===== config.mk =====
export PLATFORM = sky130hd
export DESIGN_NAME = tsc_digital_correct
export DESIGN_NICKNAME = d
export VERILOG_FILES = /design/src/rtl/tsc_pkg.sv /design/src/rtl/tsc_therm_count.sv /design/src/rtl/tsc_pass_regs.sv /design/src/rtl/tsc_merge.sv /design/src/rtl/tsc_digital_correct.sv
export SDC_FILE = /design/constraint.sdc
export NUM_CORES = 1
export LEC_CHECK = 0
export ABC_AREA = 1
export BUFFER_PORTS_ARGS = -buffer_cell sky130_fd_sc_hd__buf_2
export CELL_PAD_IN_SITES_DETAIL_PLACEMENT = 0
export CELL_PAD_IN_SITES_GLOBAL_PLACEMENT = 1
export CORE_UTILIZATION = 37
export DETAILED_ROUTE_END_ITERATION = 10
export GPL_ROUTABILITY_DRIVEN = 0
export PLACE_DENSITY = 0.76
export SYNTH_ARGS = -nofsm -noshare
export SYNTH_HDL_FRONTEND = slang
export SYNTH_HIERARCHICAL = 1
export SYNTH_SLANG_ARGS = --single-unit

===== constraint.sdc =====
create_clock -name clk -period 2.9 [get_ports clk]
set_clock_uncertainty 0.2 [all_clocks]
set_input_delay 0 -clock clk [delete_from_list [all_inputs] [get_ports clk]]
set_output_delay 0 -clock clk [all_outputs]
set_load 0.005 [all_outputs]

===== src/rtl/tsc_pkg.sv =====
package tsc_pkg;

  // Coarse position on the upper ladder in steps of 1/64 full scale.
  function automatic int coarse_val(int est_ones, int n1, int grp);
    return grp * est_ones + n1;
  endfunction

  // Fine value: coarse value shifted by the fine field plus fine count.
  function automatic int fine_val(int coarse, int n2, int fine_b);
    return (coarse << fine_b) + n2;
  endfunction

  // Final signed value before clamping: the last pass is offset by its margin.
  function automatic int raw_code(int fine, int n3, int last_b, int margin);
    return (fine << last_b) + n3 - margin;
  endfunction

endpackage


===== src/rtl/tsc_therm_count.sv =====
module tsc_therm_count #(
  parameter int W  = 16,
  parameter int CW = $clog2(W + 1)
) (
  input  logic [W-1:0]  therm,
  output logic [CW-1:0] ones
);

  logic [CW-1:0] part [W+1];

  assign part[0] = '0;

  // Prefix chain: each stage adds one comparator, bubbles included.
  for (genvar gi = 0; gi < W; gi++) begin : g_acc
    assign part[gi+1] = part[gi] + CW'(therm[gi]);
  end

  assign ones = part[W];

endmodule


===== src/rtl/tsc_pass_regs.sv =====
module tsc_pass_regs #(
  parameter int CE_W = 3,
  parameter int FC_W = 5
) (
  input  logic            clk,
  input  logic            rst_n,
  input  logic            est_vld,
  input  logic [CE_W-1:0] est_ones,
  input  logic            p1_vld,
  input  logic            p2_vld,
  input  logic [FC_W-1:0] fl_ones,
  output logic [CE_W-1:0] ce_q,
  output logic [FC_W-1:0] n1_q,
  output logic [FC_W-1:0] n2_q
);

  always_ff @(posedge clk or negedge rst_n) begin
    if (!rst_n) begin
      ce_q <= '0;
      n1_q <= '0;
      n2_q <= '0;
    end else begin
      if (est_vld) ce_q <= est_ones;
      if (p1_vld)  n1_q <= fl_ones;
      if (p2_vld)  n2_q <= fl_ones;
    end
  end

  AST_EST_HOLD: assert property (@(posedge clk) disable iff (!rst_n)
    !est_vld |=> $stable(ce_q));
  AST_P1_HOLD: assert property (@(posedge clk) disable iff (!rst_n)
    !p1_vld |=> $stable(n1_q));
  AST_P2_HOLD: assert property (@(posedge clk) disable iff (!rst_n)
    !p2_vld |=> $stable(n2_q));

endmodule


===== src/rtl/tsc_merge.sv =====
module tsc_merge #(
  parameter int GRP    = 8,
  parameter int FINE_B = 4,
  parameter int LAST_B = 2,
  parameter int MARGIN = 6,
  parameter int CE_W   = 3,
  parameter int FC_W   = 5,
  parameter int SEC_W  = 2,
  parameter int OUT_W  = 12
) (
  input  logic [CE_W-1:0]  ce,
  input  logic [FC_W-1:0]  n1,
  input  logic [FC_W-1:0]  n2,
  input  logic [FC_W-1:0]  n3,
  input  logic [SEC_W-1:0] sec,
  output logic [OUT_W-1:0] code_next,
  output logic             est_dec,
  output logic             fin_borrow,
  output logic             fin_carry,
  output logic             sat_hi,
  output logic             sat_lo
);

  localparam int COARSE_W = OUT_W - FINE_B - LAST_B;
  localparam int TOP_CODE = (1 << OUT_W) - 1;
  localparam int IN_TOP   = MARGIN + (1 << LAST_B) - 1;

  int coarse, fine, raw;

  always_comb begin
    coarse = tsc_pkg::coarse_val(int'(ce), int'(n1), GRP);
    fine   = tsc_pkg::fine_val(coarse, int'(n2), FINE_B);
    raw    = tsc_pkg::raw_code(fine, int'(n3), LAST_B, MARGIN);
  end

  // Named events for the checks below.
  assign est_dec    = ce[0] && (int'(n1) < GRP);
  assign fin_borrow = int'(n3) < MARGIN;
  assign fin_carry  = int'(n3) > IN_TOP;
  assign sat_lo     = raw < 0;
  assign sat_hi     = raw > TOP_CODE;

  always_comb begin
    if (sat_lo)      code_next = '0;
    else if (sat_hi) code_next = '1;
    else             code_next = OUT_W'(raw);
  end

  always_comb begin
    if (est_dec) begin
      AST_DEC_TOP: assert (((coarse >> (COARSE_W - 2)) & 3) == int'(sec) - 1);
    end
    if (fin_borrow && !sat_lo) begin
      AST_BORROW_DOWN: assert (int'(code_next) < (fine << LAST_B));
    end
    if (fin_carry && !sat_hi) begin
      AST_CARRY_UP: assert (int'(code_next) >= ((fine + 1) << LAST_B));
    end
  end

endmodule


===== src/rtl/tsc_digital_correct.sv =====
module tsc_digital_correct #(
  parameter  int EST_N    = 6,
  parameter  int FLASH_N  = 16,
  parameter  int MARGIN   = 6,
  parameter  int COARSE_B = 6,
  localparam int CE_W     = $clog2(EST_N + 1),
  localparam int FC_W     = $clog2(FLASH_N + 1),
  localparam int SEC_W    = CE_W - 1,
  localparam int FINE_B   = $clog2(FLASH_N),
  localparam int LAST_B   = $clog2(FLASH_N - 2 * MARGIN),
  localparam int OUT_W    = COARSE_B + FINE_B + LAST_B
) (
  input  logic               clk,
  input  logic               rst_n,
  input  logic               est_vld,
  input  logic [EST_N-1:0]   est_therm,
  input  logic               p1_vld,
  input  logic               p2_vld,
  input  logic               p3_vld,
  input  logic [FLASH_N-1:0] flash_therm,
  output logic [CE_W-1:0]    win_grp,
  output logic [SEC_W-1:0]   est_sec,
  output logic [OUT_W-1:0]   code,
  output logic               code_vld
);

  localparam int GRP = FLASH_N / 2;

  logic [CE_W-1:0]  est_ones, ce_q;
  logic [FC_W-1:0]  fl_ones, n1_q, n2_q;
  logic [CE_W:0]    sec_sum;
  logic [OUT_W-1:0] code_next;
  logic             est_dec, fin_borrow, fin_carry, sat_hi, sat_lo;

  tsc_therm_count #(.W(EST_N), .CW(CE_W)) u_est_cnt (
    .therm (est_therm),
    .ones  (est_ones)
  );

  tsc_therm_count #(.W(FLASH_N), .CW(FC_W)) u_fl_cnt (
    .therm (flash_therm),
    .ones  (fl_ones)
  );

  tsc_pass_regs #(.CE_W(CE_W), .FC_W(FC_W)) u_regs (
    .clk      (clk),
    .rst_n    (rst_n),
    .est_vld  (est_vld),
    .est_ones (est_ones),
    .p1_vld   (p1_vld),
    .p2_vld   (p2_vld),
    .fl_ones  (fl_ones),
    .ce_q     (ce_q),
    .n1_q     (n1_q),
    .n2_q     (n2_q)
  );

  assign sec_sum = {1'b0, ce_q} + 1'b1;
  assign est_sec = SEC_W'(sec_sum >> 1);
  assign win_grp = ce_q;

  tsc_merge #(
    .GRP(GRP), .FINE_B(FINE_B), .LAST_B(LAST_B), .MARGIN(MARGIN),
    .CE_W(CE_W), .FC_W(FC_W), .SEC_W(SEC_W), .OUT_W(OUT_W)
  ) u_merge (
    .ce         (ce_q),
    .n1         (n1_q),
    .n2         (n2_q),
    .n3         (fl_ones),
    .sec        (est_sec),
    .code_next  (code_next),
    .est_dec    (est_dec),
    .fin_borrow (fin_borrow),
    .fin_carry  (fin_carry),
    .sat_hi     (sat_hi),
    .sat_lo     (sat_lo)
  );

  always_ff @(posedge clk or negedge rst_n) begin
    if (!rst_n) begin
      code     <= '0;
      code_vld <= 1'b0;
    end else begin
      code_vld <= p3_vld;
      if (p3_vld) code <= code_next;
    end
  end

  AST_CODE_HOLD: assert property (@(posedge clk) disable iff (!rst_n)
    !p3_vld |=> $stable(code));
  AST_VLD_SINGLE: assert property (@(posedge clk) disable iff (!rst_n)
    (code_vld && !p3_vld) |=> !code_vld);
  AST_WIN_HOLD: assert property (@(posedge clk) disable iff (!rst_n)
    !est_vld |=> $stable(win_grp));

endmodule


Word level (Yosys, flattened, before mapping) --
Cells that the tools add are included. W data, S select, Z words.
Word-level totals: bits in registers 26, RAM bits 0, memory bits (read-only) 0, logic and storage cells 34, output and inout bits 18, latch bits 0, memories kept 0
Operators by class: $add $sub $neg 25, bitwise gates (word level) 0, muxes and demuxes 2, div/mod/pow operators 0, equality and inequality tests 0, multiply operators 0, shift operators 0, magnitude comparators 2, reductions and logical operators 0
Operators with widths (number):
- $add A5 B1 Y5 | 14
- $add A32 B6 Y32 | 1
- $gt A32 B13 Y1 const B | 1
- $lt A32 B1 Y1 const B | 1
- $sub A32 B4 Y32 const B | 1
- $add A30 B6 Y30 | 1
- $mux W12 | 2
- $add A3 B1 Y3 | 4
- $add A6 B5 Y7 | 1
- $add A1 B1 Y2 | 2
- $add A3 B1 Y3 const B | 1

Longest topological paths before layout --
word-level depth 20, depth in mapped cells 31, gate-level depth less buffers 31

By module --
The synthesis kept the hierarchy.
By module, submodules not included:
- tsc_merge | sequential area each 0.0 um2, area an instance 1214.9 um2, times used 1, cells each 213
- tsc_digital_correct | sequential area each 325.3 um2, area an instance 514.2 um2, times used 1, cells each 58
- tsc_pass_regs | sequential area each 325.3 um2, area an instance 483.0 um2, times used 1, cells each 55
- tsc_therm_count at u_fl_cnt | sequential area each 0.0 um2, area an instance 414.1 um2, times used 1, cells each 52
- tsc_therm_count at u_est_cnt | sequential area each 0.0 um2, area an instance 102.6 um2, times used 1, cells each 12

Worst setup path before layout --
No wires, ideal clock.
path kind input to register, start input port flash_therm[0], end register code[7], setup slack -1958 ps, path buffers 0, cell stages on the path 27, setup time 116 ps, arrival 4541 ps, cells stage by stage inv_1 > fa_1 > fa_1 > fa_1 > fa_1 > inv_1 > ha_1 > inv_1 > fa_1 > xnor2_1 > ha_1 > ha_1 > inv_1 > fa_1 > inv_1 > nand3_1 > nand3_1 > nand2_1 > nand3_1 > nand2_1 > nand2_2 > nor2_4 > nand2_2 > nand2_4 > nand2_1 > nand2_1 > nand2_1
On the way: word-level cells in the longest chain between the ends 20, elaborated cells on any way between the ends 21, classes of those cells add/sub (17); order compare (2); mux (2)
Ends and longest elaborated chain:
- from (decl) | RTL line tsc_digital_correct.sv:20 | input logic [FLASH_N-1:0] flash_therm,
- $add A1 B1 Y2 (*) | RTL line tsc_therm_count.sv:15 | assign part[gi+1] = part[gi] + CW'(therm[gi]);
- $add A5 B1 Y5 (*) (14 in series) | RTL line tsc_therm_count.sv:15
- net fl_ones[2] | RTL line tsc_digital_correct.sv:30 | logic [FC_W-1:0] fl_ones, n1_q, n2_q;
- $add A32 B6 Y32 (*) | RTL line tsc_pkg.sv:15 | return (fine << last_b) + n3 - margin;
- $sub A32 B4 Y32 (*) | RTL line tsc_pkg.sv:15
- $gt A32 B13 Y1 | RTL line tsc_merge.sv:41 | assign sat_hi = raw > TOP_CODE;
- $mux W12 | RTL line tsc_merge.sv:45 | else if (sat_hi) code_next = '1;
- $mux W12 (*) | RTL line tsc_merge.sv:44 | if (sat_lo) code_next = '0;
- net code_next[7] | RTL line tsc_digital_correct.sv:32 | logic [OUT_W-1:0] code_next;
- to (signal assigned) | RTL line tsc_digital_correct.sv:85 | if (p3_vld) code <= code_next;
- to (decl) | RTL line tsc_digital_correct.sv:23 | output logic [OUT_W-1:0] code,
Mark *: on every way through the listed nets, which the timed path passes. The rest lies on a longest branch. A chain may end at the register's enable or synchronous reset.

Worst setup path after layout --
start input port flash_therm[11], end register code[8]
On the way: word-level cells in the longest chain between the ends 10, elaborated cells on any way between the ends 11, classes of those cells add/sub (7); order compare (2); mux (2)
Ends and longest elaborated chain (RTL line):
- $add A5 B1 Y5 (*) (5 in series) | tsc_therm_count.sv:15
- net fl_ones[2] | tsc_digital_correct.sv:30
- $add A32 B6 Y32 (*) | tsc_pkg.sv:15
- $sub A32 B4 Y32 (*) | tsc_pkg.sv:15
- $gt A32 B13 Y1 | tsc_merge.sv:41
- $mux W12 | tsc_merge.sv:45
- $mux W12 (*) | tsc_merge.sv:44
- net code_next[8] | tsc_digital_correct.sv:32
Marked as above.

==> results.json <==
{
  "die_w_microns": 87.4,
  "arrival_ns": 4.66,
  "dpl-instance-area_sq_um": 3340,
  "max_slew.worst_pin.slew_ns": 0.598,
  "maxCapViolations": 0,
  "crit_buf_inv": 6,
  "critPathMaxStageDelay_ns": 0.57,
  "status": "finished, violations left",
  "io_pins": 46,
  "initial_utilization_pct": 39.0,
  "syn_nets": 453,
  "core_area_sq_um": 6910,
  "cts_tree": "built",
  "wirelength_microns": 5920,
  "cts-root-buf": "clkbuf_8",
  "r2r_cells": 19,
  "multi_input_area_sq_um": 1800,
  "hold_path_class": "in2reg",
  "period_minus_slack_ns": 4.69,
  "syn_area_sq_um": 2700,
  "slowest_stage": "fa_2",
  "critPathLaunchType": "input port",
  "fmax_mhz": 213,
  "dr.pass1.iters": 4,
  "io_buffers": 45,
  "track_usage_pct": 16.7,
  "avgSynthCellArea_sq_um": 7.04,
  "netlist_instances": 383,
  "yosys_warnings": 6,
  "rsz0062_at_grt": "true",
  "vias_per_cell": 4.32,
  "path_class": "in2reg",
  "post_drt_wl_per_cell_microns": 10.3,
  "htreeDepth": 1,
  "finalInstanceArea_sq_um": 3620,
  "dp_hpwl_microns": 4890,
  "layout_setup_ws_ns": -1.79,
  "violations": "setup timing",
  "drv_slew": 0,
  "worst_path_most_repeated_cell": "inv_2",
  "clkTransAtPathRegs_ns": 0.09,
  "place_inst": 558,
  "drt-initial-drc-count": 64,
  "grt_max_degree": 27,
  "drc": 0,
  "min_to": "u_regs/n2_q[0]",
  "vias": 2473,
  "die_y_microns": 87.4,
  "seq_area_sq_um": 651,
  "diodes": 0,
  "first_global_vias": 2400,
  "r2r-start": "u_regs/ce_q[0]",
  "r2r-end": "code[8]",
  "fill_cells": 735,
  "crit_family": "adder cells",
  "placementRows": 30,
  "layout_commonest_cell": "nand2_1",
  "fin_nets": 548,
  "area_growth_pct": 34.1,
  "numCtsBuffers": 3,
  "critPathRequiredTime_ns": 2.87,
  "cp-end-kind": "flop",
  "die-area_sq_um": 7630,
  "ff2ff_setup_slack_ns": -0.49,
  "slew_headroom_pct": 60.1,
  "detail-route-antenna-nets": 0,
  "drive_gt1_share_pct": 31.9,
  "path_max_fanout": 8,
  "final_cell_mix": "137 x nand2_1, 77 x inv_1, 41 x buf_2",
  "grt_overflow_total": 0,
  "cts_buffer_depth": 2,
  "period_share_pct": 162,
  "min_from": "flash_therm[2]",
  "setup_viol": 20,
  "instances_no_fill": 573,
  "grt_pass1_wl_microns": 9960,
  "clock_sinks": 26,
  "antenna_found_initial": 0,
  "hold_viol": 0,
  "holdPathStages": 5,
  "insertion_delay_ns": 0.27
}
## timing repair
action | 4_1_cts | 5_1_grt
gates resized for setup | 22 | 13
setup buffers | 5 | 3
gates cloned | 1 | 0
hold endpoints to repair | 52 | 0
setup endpoints to repair | 20 | 20
pin swaps | 21 | 13
hold buffers | 6 | 0
## tightest hold or removal path, stage by stage
cell and delay, ns:
buf_2 0.10, ha_4 0.14, buf_4 0.11, nand2_1 0.04, nand2_1 0.05
## routing by layer
| metal | vias to the layer above | GRT usage (%) | wire (microns) |
|---|---|---|---|
| li1 | 1323 | - | - |
| met1 | 1100 | 18.7 | 2520 |
| met2 | 46 | 32.7 | 3170 |
| met3 | 4 | 2.65 | 178 |
| met4 | 0 | 3.28 | 55 |
| met5 | - | 0 | 0 |
## worst max-delay path by stage
| stage | slack [ns] | cells after the start | start | end |
|---|---|---|---|---|
| after floorplan | -1.78 | 26 | flash_therm[11] | code[7] |
| after global placement | -2.06 | 25 | flash_therm[11] | code[7] |
| after detailed placement | -2.13 | 27 | flash_therm[9] | code[8] |
| after CTS | -1.74 | 27 | flash_therm[5] | code[8] |
| after global routing | -2.01 | 27 | flash_therm[11] | code[8] |
| final | -1.79 | 27 | flash_therm[11] | code[8] |
## flip-flops by register name, indices dropped and copies added, names as in the netlist
| signal | flops |
|---|---|
| u_regs/ce_q | 3 |
| code_vld | 1 |
| u_regs/n2_q | 5 |
| code | 12 |
| u_regs/n1_q | 5 |
## per-stage QoR
stage / utilization (%) / setup WS (ns) / hold slack [ns] / setup TNS [ns]
6_report: 52.4 / -1.79 / 0.00168 / -22.72
5_1_grt: 52.4 / -2.01 / 0.00860 / -26.03
4_1_cts: 51.4 / -1.74 / 0.0217 / -21.93
3_5_place_dp: 48.4 / -2.13 / -0.142 / -29.82
3_3_place_gp: 48.4 / -2.06 / -0.164 / -28.51
2_1_floorplan: - / -1.78 / -0.496 / -22.46
## area by class of cell
cell class / count / share of cell area, %
Multi-Input combinational cell: 263 / 49.8
Sequential cell: 26 / 18.0
Timing Repair Buffer: 92 / 17.6
Inverter: 92 / 9.76
Tap cell: 96 / 3.32
Clock buffer: 4 / 1.52
Power is not shown: default switching activity piles up to over one toggle a cycle in this logic, so the estimate is an artifact.
